--- src/rtl/irq_seq_pkg.sv ---
// Package: shared types and helpers for the interrupt entry sequencer.
// Assumes: PC widths up to 24 bits.
package irq_seq_pkg;

    // Sequencer states: waiting, pushing return bytes, loading the vector PC.
    typedef enum logic [1:0] {
        ST_IDLE = 2'd0,
        ST_PUSH = 2'd1,
        ST_LOAD = 2'd2
    } seq_state_e;

    // Number of return-address bytes pushed for a given PC width.
    function automatic int push_bytes(input int pc_w);
        if (pc_w > 16) return 3;
        else if (pc_w > 8) return 2;
        return 1;
    endfunction

endpackage

--- src/rtl/irq_pend_store.sv ---
// Module: holds the pending interrupt bits.
// Set pulses are ORed in; the clear mask removes serviced bits.
// Assumes: the clear mask has at most one bit set.
// A set and a clear on the same bit in the same cycle leave the bit set.
module irq_pend_store #(
    parameter int SRC_N = 64
) (
    input  logic             clk,
    input  logic             rst_n,
    input  logic [SRC_N-1:0] set_i,
    input  logic [SRC_N-1:0] clr_i,
    output logic [SRC_N-1:0] pend_o
);

    logic [SRC_N-1:0] pend_q;

    // Update the pending register: clear the serviced bit, then add new events.
    always_ff @(posedge clk) begin
        if (!rst_n) pend_q <= '0;
        else        pend_q <= (pend_q & ~clr_i) | set_i;
    end

    assign pend_o = pend_q;

    // at most one pending bit is ever cleared per service.
    a_r9_single_clear: assert property (@(posedge clk) disable iff (!rst_n)
        (|clr_i) |-> ($countones(clr_i) == 1 && (pend_q & clr_i) != '0));

    // a bit that is neither cleared nor set keeps its value.
    a_r9_others_kept: assert property (@(posedge clk) disable iff (!rst_n)
        1'b1 |=> ((pend_q & ~$past(clr_i)) == ($past(pend_q) & ~$past(clr_i)))
                 || ($past(set_i) != '0));

endmodule

--- src/rtl/irq_prio_pick.sv ---
// Module: lowest-index-wins priority encoder over the pending vector.
// Assumes: SRC_N is a power of two, so the index fits IDX_W bits.
module irq_prio_pick #(
    parameter int SRC_N = 64,
    parameter int IDX_W = $clog2(SRC_N)
) (
    input  logic [SRC_N-1:0] pend_i,
    output logic             valid_o,
    output logic [IDX_W-1:0] idx_o
);

    // Scan from the top so the lowest set bit is the last one written.
    always_comb begin
        idx_o = '0;
        for (int i = SRC_N - 1; i >= 0; i--) begin
            if (pend_i[i]) idx_o = IDX_W'(i);
        end
    end

    // Any request present.
    assign valid_o = |pend_i;

endmodule

--- src/rtl/irq_push_fsm.sv ---
// Module: entry sequencer FSM.
// It decides acceptance, pushes the return PC one byte per cycle and then
// presents the vector PC together with a global-enable clear.
// Assumes: the core lowers gie_i after the load cycle, before the next acceptance.
module irq_push_fsm
    import irq_seq_pkg::*;
#(
    parameter int PC_W      = 22,
    parameter int SP_W      = 16,
    parameter int IDX_W     = 6,
    parameter bit LONG_SLOT = 1'b1
) (
    input  logic             clk,
    input  logic             rst_n,
    input  logic             skip_i,
    input  logic             gie_i,
    input  logic             rst_req_i,
    input  logic             irq_valid_i,
    input  logic [IDX_W-1:0] irq_idx_i,
    input  logic [PC_W-1:0]  pc_i,
    input  logic [SP_W-1:0]  sp_i,
    output logic             take_irq_o,
    output logic             busy_o,
    output logic             mem_we_o,
    output logic [SP_W-1:0]  mem_addr_o,
    output logic [7:0]       mem_data_o,
    output logic [SP_W-1:0]  sp_o,
    output logic             pc_load_o,
    output logic [PC_W-1:0]  pc_new_o,
    output logic             gie_clr_o
);

    localparam int NB      = push_bytes(PC_W);
    localparam int RET_W   = 8 * NB;
    localparam int VEC_W   = IDX_W + 1;
    localparam int SLOT_SH = LONG_SLOT ? 1 : 0;

    seq_state_e       state_q;
    logic [1:0]       cnt_q;
    logic [RET_W-1:0] ret_q;
    logic [SP_W-1:0]  sp_q;
    logic [VEC_W-1:0] vec_q;
    logic             accept;

    // Acceptance: idle, no pending skip, enable set, and something to serve.
    assign accept     = (state_q == ST_IDLE) && !skip_i && gie_i && (rst_req_i || irq_valid_i);
    assign take_irq_o = accept && !rst_req_i;

    // State, byte counter and captured context.
    always_ff @(posedge clk) begin
        if (!rst_n) begin
            state_q <= ST_IDLE;
            cnt_q   <= '0;
            ret_q   <= '0;
            sp_q    <= '0;
            vec_q   <= '0;
        end else begin
            case (state_q)
                ST_IDLE: begin
                    if (accept) begin
                        state_q <= ST_PUSH;
                        cnt_q   <= '0;
                        ret_q   <= RET_W'(pc_i);
                        sp_q    <= sp_i;
                        vec_q   <= rst_req_i ? '0 : VEC_W'(irq_idx_i) + VEC_W'(1);
                    end
                end
                ST_PUSH: begin
                    sp_q  <= sp_q - SP_W'(1);
                    cnt_q <= cnt_q + 2'd1;
                    if (cnt_q == 2'(NB - 1)) state_q <= ST_LOAD;
                end
                ST_LOAD: state_q <= ST_IDLE;
                default: state_q <= ST_IDLE;
            endcase
        end
    end

    // Output decode from the state and the captured context.
    assign busy_o     = (state_q != ST_IDLE);
    assign mem_we_o   = (state_q == ST_PUSH);
    assign mem_addr_o = sp_q;
    assign mem_data_o = 8'(ret_q >> (cnt_q * 8));
    assign sp_o       = sp_q;
    assign pc_load_o  = (state_q == ST_LOAD);
    assign gie_clr_o  = (state_q == ST_LOAD);
    assign pc_new_o   = PC_W'(vec_q) << SLOT_SH;

    // a pending skip holds off entry.
    a_r1_skip_holds_off: assert property (@(posedge clk) disable iff (!rst_n)
        (!busy_o && skip_i) |=> !busy_o);

    // a cleared global enable holds off entry.
    a_r2_gie_holds_off: assert property (@(posedge clk) disable iff (!rst_n)
        (!busy_o && !gie_i) |=> !busy_o);

    // consecutive stack writes step down by one address.
    a_r6_addr_descends: assert property (@(posedge clk) disable iff (!rst_n)
        (mem_we_o && $past(mem_we_o)) |-> (mem_addr_o == $past(mem_addr_o) - SP_W'(1)));

    // the push burst is followed directly by the load cycle.
    a_r8_push_then_load: assert property (@(posedge clk) disable iff (!rst_n)
        $fell(mem_we_o) |-> pc_load_o);

    // the load cycle ends the sequence.
    a_r8_load_ends: assert property (@(posedge clk) disable iff (!rst_n)
        pc_load_o |=> !busy_o);

endmodule

--- src/rtl/irq_entry_seq.sv ---
// Module: top of the interrupt entry sequencer.
// It joins the pending store, the priority picker and the push FSM, and it
// turns an accepted interrupt into a one-hot clear of its pending bit.
// Assumes: synchronous active-low reset, single clock.
module irq_entry_seq #(
    parameter int SRC_N     = 64,
    parameter int PC_W      = 22,
    parameter int SP_W      = 16,
    parameter bit LONG_SLOT = 1'b1
) (
    input  logic             clk,
    input  logic             rst_n,
    input  logic [SRC_N-1:0] src_set_i,
    input  logic             rst_req_i,
    input  logic             gie_i,
    input  logic             skip_i,
    input  logic [PC_W-1:0]  pc_i,
    input  logic [SP_W-1:0]  sp_i,
    output logic [SRC_N-1:0] pend_o,
    output logic             irq_req_o,
    output logic             busy_o,
    output logic             mem_we_o,
    output logic [SP_W-1:0]  mem_addr_o,
    output logic [7:0]       mem_data_o,
    output logic [SP_W-1:0]  sp_o,
    output logic             pc_load_o,
    output logic [PC_W-1:0]  pc_new_o,
    output logic             gie_clr_o
);

    localparam int IDX_W = $clog2(SRC_N);

    logic [SRC_N-1:0] pend;
    logic [SRC_N-1:0] clr_mask;
    logic             pick_valid;
    logic [IDX_W-1:0] pick_idx;
    logic             take_irq;

    irq_pend_store #(.SRC_N(SRC_N)) u_store (
        .clk    (clk),
        .rst_n  (rst_n),
        .set_i  (src_set_i),
        .clr_i  (clr_mask),
        .pend_o (pend)
    );

    irq_prio_pick #(.SRC_N(SRC_N), .IDX_W(IDX_W)) u_pick (
        .pend_i  (pend),
        .valid_o (pick_valid),
        .idx_o   (pick_idx)
    );

    irq_push_fsm #(
        .PC_W      (PC_W),
        .SP_W      (SP_W),
        .IDX_W     (IDX_W),
        .LONG_SLOT (LONG_SLOT)
    ) u_fsm (
        .clk         (clk),
        .rst_n       (rst_n),
        .skip_i      (skip_i),
        .gie_i       (gie_i),
        .rst_req_i   (rst_req_i),
        .irq_valid_i (pick_valid),
        .irq_idx_i   (pick_idx),
        .pc_i        (pc_i),
        .sp_i        (sp_i),
        .take_irq_o  (take_irq),
        .busy_o      (busy_o),
        .mem_we_o    (mem_we_o),
        .mem_addr_o  (mem_addr_o),
        .mem_data_o  (mem_data_o),
        .sp_o        (sp_o),
        .pc_load_o   (pc_load_o),
        .pc_new_o    (pc_new_o),
        .gie_clr_o   (gie_clr_o)
    );

    // One-hot clear of the serviced line; a reset entry clears nothing.
    always_comb begin
        clr_mask = '0;
        if (take_irq) clr_mask[pick_idx] = 1'b1;
    end

    assign pend_o    = pend;
    assign irq_req_o = |pend;

    // the chosen line is pending and no lower line is.
    a_r4_lowest_wins: assert property (@(posedge clk) disable iff (!rst_n)
        pick_valid |-> (pend[pick_idx] &&
            ((pend & ((SRC_N'(1) << pick_idx) - SRC_N'(1))) == '0)));

    // a reset entry never removes a pending bit.
    a_r3_reset_keeps_pending: assert property (@(posedge clk) disable iff (!rst_n)
        (rst_req_i && gie_i && !skip_i && !busy_o) |-> (clr_mask == '0));

endmodule

--- config.mk ---
export PLATFORM = sky130hd
export DESIGN_NAME = irq_entry_seq
export DESIGN_NICKNAME = d
export VERILOG_FILES = /design/src/rtl/irq_seq_pkg.sv /design/src/rtl/irq_pend_store.sv /design/src/rtl/irq_prio_pick.sv /design/src/rtl/irq_push_fsm.sv /design/src/rtl/irq_entry_seq.sv
export SDC_FILE = /design/constraint.sdc
export NUM_CORES = 1
export LEC_CHECK = 0
export ABC_CLOCK_PERIOD_IN_PS = 3800
export BUFFER_PORTS_ARGS = -buffer_cell sky130_fd_sc_hd__buf_2
export CORE_MARGIN = 3
export CORE_UTILIZATION = 53
export CTS_CLUSTER_DIAMETER = 80
export DETAILED_ROUTE_END_ITERATION = 6
export GPL_ROUTABILITY_DRIVEN = 0
export PLACE_DENSITY = 0.86
export SYNTH_ARGS = -nofsm -noshare
export SYNTH_HDL_FRONTEND = slang
export SYNTH_SLANG_ARGS = --single-unit
export TNS_END_PERCENT = 100
--- constraint.sdc ---
create_clock -name clk -period 3.8 [get_ports clk]
set_input_delay 0.76 -clock clk [delete_from_list [all_inputs] [get_ports clk]]
set_output_delay 0.76 -clock clk [all_outputs]
set_load 0.01 [all_outputs]
==> flow_metrics.env <==
export IMPL_clkLatencyLatePin_ps=420
export IMPL_gr_usage_met2_pct=50.6
export IMPL_cp_max_fo=6
export IMPL_slowest_delay_ps=610
export IMPL_setup_tns_ps=0
export IMPL_fillers=941
export IMPL_drv_cap=0
export IMPL_nNetsFinal=1088
export IMPL_slowest_stage="nor4_1"
export IMPL_grt_ovfl_total=0
export IMPL_root_buffer="clkbuf_16"
export IMPL_num_vias=6565
export IMPL_syn_area_per_cell_um2=7.83
export IMPL_worst_hold_path_endpoint="u_fsm.vec_q[1]$_SDFFE_PN0P_"
export IMPL_vias_per_cell=5.80
export IMPL_worst_ep_required_time_ps=3040
export IMPL_drv_slew=0
export IMPL_drtIter0Drc=518
export IMPL_grt_use_met1_pct=36.4
export IMPL_ant_nets=0
export IMPL_clkPwrFrac_pct=42.1
export IMPL_cts_buffers=17
export IMPL_yosysUniqueCellTypes=78
export IMPL_dieArea_um2=12800
export IMPL_start_kind="flip-flop"
export IMPL_grt_busiest_layer="met2"
export IMPL_grt_usage_pct=29.5
export IMPL_period_share_pct=80.9
export IMPL_fin_skew_ps=20.3
export IMPL_use_met3_pct=6.52
export IMPL_synth_area_um2=6060
export IMPL_post_cts_buffers=0
export IMPL_r2r_start="u_store.pend_o[59]$_SDFF_PN0_"
export IMPL_antenna_cells=0
export IMPL_area_delta_synth_final_pct=25.7
export IMPL_worstPathCellList="nor4_1 -> nand4_1 -> nor2_1 -> nand3_1 -> buf_2"
export IMPL_hold_depth=2
export IMPL_ys_ff_latch=113
export IMPL_grt_pass1_wl_um=30500
export IMPL_yosysWarnings=0
export IMPL_ff2ff_setup_slack_ps=780
export IMPL_min_period_ps=3080
export IMPL_hp_class="flip-flop to flip-flop"
export IMPL_intPower_w=0.00234
export IMPL_die_h_um=113
export IMPL_outcome="finished, final reports clean"
export IMPL_ys_seq_area_share_pct=37.3
export IMPL_ys_top_cells_by_area="dfxtp_1 37%, o21ai_0 7.3%, nor2_1 5.2%"
export IMPL_synth_ff_type="dfxtp_1"
export IMPL_grt_pass1_vias=6022
export IMPL_grt_max_degree=48
export IMPL_synth_cells=775
export IMPL_crit_family="simple AND/OR/NAND/NOR gates"
export IMPL_drive_above_1_share_pct=29.8
export IMPL_cts_resized=0
export IMPL_p_seq_share_pct=40.5
export IMPL_multi_input_area_um2=3300
export IMPL_synth_top_cell_by_area="dfxtp_1"
export IMPL_port_buffer_count=222
export IMPL_reg2reg_depth=8
export IMPL_start_util_pct=55.0
export IMPL_rsz0062_at_grt="false"
export IMPL_vdd_drop_max_v=0.000316
export IMPL_fmax_mhz=325
export IMPL_pin_count=238
export IMPL_p_leak_nw=3.42
export IMPL_ys_async_sr_fraction_pct=0
export IMPL_tightestPinTransition_ps=787
export IMPL_cts_hold_buf=0
export IMPL_row_count=38
export IMPL_slew_headroom_pct=47.6
export IMPL_yosysMostFrequentCell="dfxtp_1"
export IMPL_min_from="u_fsm.vec_q[1]$_SDFFE_PN0P_"
export IMPL_seqCellArea_um2=2260
export IMPL_yosys_top_cells_count="113 x dfxtp_1, 89 x o21ai_0, 84 x nor2_1, 76 x nand2_1, 61 x a21oi_1"
export IMPL_power_density_nw_per_um2=447
export IMPL_htree_levels=4
export IMPL_die_w_um=113
export IMPL_place_hpwl_um=13800
export IMPL_antenna_found_initial=1
export IMPL_firstDrtPassIters=7
export IMPL_drc=0
export IMPL_pwr_share_comb_pct=17.4
export IMPL_synth_top_cell_area_share_pct=37.3
export IMPL_cp_arrival_ps=2320
export IMPL_wl_per_cell_um=17.0
export IMPL_routed_wirelength_um=19300
export IMPL_synth_edf_count=0
export IMPL_swShare_pct=31.3
export IMPL_cts_sinks=113
export IMPL_switchingPower_w=0.00107
export IMPL_cp_end_kind="primary output"
export IMPL_clkTransAtPathRegs_ps=60
export IMPL_coreArea_um2=11000
export IMPL_power_w=0.00341
export IMPL_finalSetupViolCount=0
export IMPL_clockBufferDepth=2
export IMPL_cts_tree="built"
export IMPL_cp_num_buf_inv=1
export IMPL_critPathKind="flip-flop to primary output"
export IMPL_hold_viol_final=0
export IMPL_timing_rr_end="u_store.pend_o[13]$_SDFF_PN0_"
## final cells by class
class	instances	area share [%]
inverter	38	1.87
clock inverter	15	1.44
multi-input combinational	573	43.3
sequential	113	29.7
timing repair buffer	235	15.9
clock buffer	17	5.58
tap	140	2.30
## per-layer routing
layer,vias to the layer above,part of all wire (%)
li1,3150,-
met5,-,0.067
met3,42,9.1
met2,353,49
met1,3018,39
met4,2,2.4
## stage by stage
| stage | std cells | util, % | worst slack (ps) | instance area, um2 | hold WS, ps |
|---|---|---|---|---|---|
| detailed placement | 1099 | 64.3 | 907 | 7090 | 447 |
| CTS | 1131 | 69.1 | 779 | 7620 | 454 |
| floorplan | 789 | - | 1190 | 6120 | 434 |
| global placement | 1099 | 64.3 | 1000 | 7090 | 433 |
| global route | 1131 | 69.1 | 585 | 7620 | 477 |
| finish | 1131 | 69.1 | 725 | 7620 | 448 |
## worst max-delay path by stage
| stage | cells after the start | from | slack [ps] | to |
|---|---|---|---|---|
| after floorplan | 11 | u_store.pend_o[59]$_SDFF_PN0_ | 1190 | u_fsm.vec_q[4]$_SDFFE_PN0P_ |
| after global placement | 9 | u_store.pend_o[59]$_SDFF_PN0_ | 1000 | u_fsm.vec_q[4]$_SDFFE_PN0P_ |
| after detailed placement | 9 | u_store.pend_o[59]$_SDFF_PN0_ | 910 | u_fsm.vec_q[4]$_SDFFE_PN0P_ |
| after CTS | 5 | u_store.pend_o[19]$_SDFF_PN0_ | 780 | irq_req_o |
| after global routing | 10 | u_store.pend_o[59]$_SDFF_PN0_ | 590 | u_fsm.vec_q[4]$_SDFFE_PN0P_ |
| final | 5 | u_store.pend_o[19]$_SDFF_PN0_ | 720 | irq_req_o |
## layout by cell type, fill, tap and decap left out, types with 8 or more instances in the layout
cell,count
buf_2,222
dfxtp_1,113
o21ai_0,89
nor2_1,84
nand2_1,76
a21oi_1,61
inv_1,37
nor3_1,25
a31oi_1,24
a21boi_1,22
clkbuf_16,17
conb_1,15
nor4_1,13
buf_4,13
nand3_1,11
nor2b_1,11
nand2b_1,8
mux2i_1,8
a21boi_0,8
## logic make-up after synthesis
group	Yosys count	synth area share, %
other	1	0.0618
buffers and inverters	103	9.16
xor gates and xnor gates	2	0.289
muxes	8	1.32
DFF	113	37.3
and+or+nand+nor	282	24.0
AOI/OAI and AO/OA	263	27.3
adders and majority gates	3	0.619
## flip-flops by register name (all words and copies together) (netlist names)
name / cells
u_fsm.cnt_q: 2
u_fsm.vec_q: 7
u_fsm.mem_addr_o: 16
u_fsm.ret_q: 22
u_store.pend_o: 64
u_fsm.state_q: 2
## power groups by stage
stage,clock network [W],registers (W),logic (W)
2_1_floorplan,0,0.00141,0.000364
3_3_place_gp,0,0.00140,0.000577
3_5_place_dp,0,0.00140,0.000585
4_1_cts,0.00145,0.00138,0.000589
5_1_grt,0.00151,0.00139,0.000655
6_report,0.00144,0.00138,0.000594
## worst min-delay path, delay by kind of cell (launching register included)
kind,cells,cell delay [ps]
DFF,1,300
and+or+nand+nor,1,50
AOI/OAI and AO/OA,1,50
(Power assumes the default switching activity.)
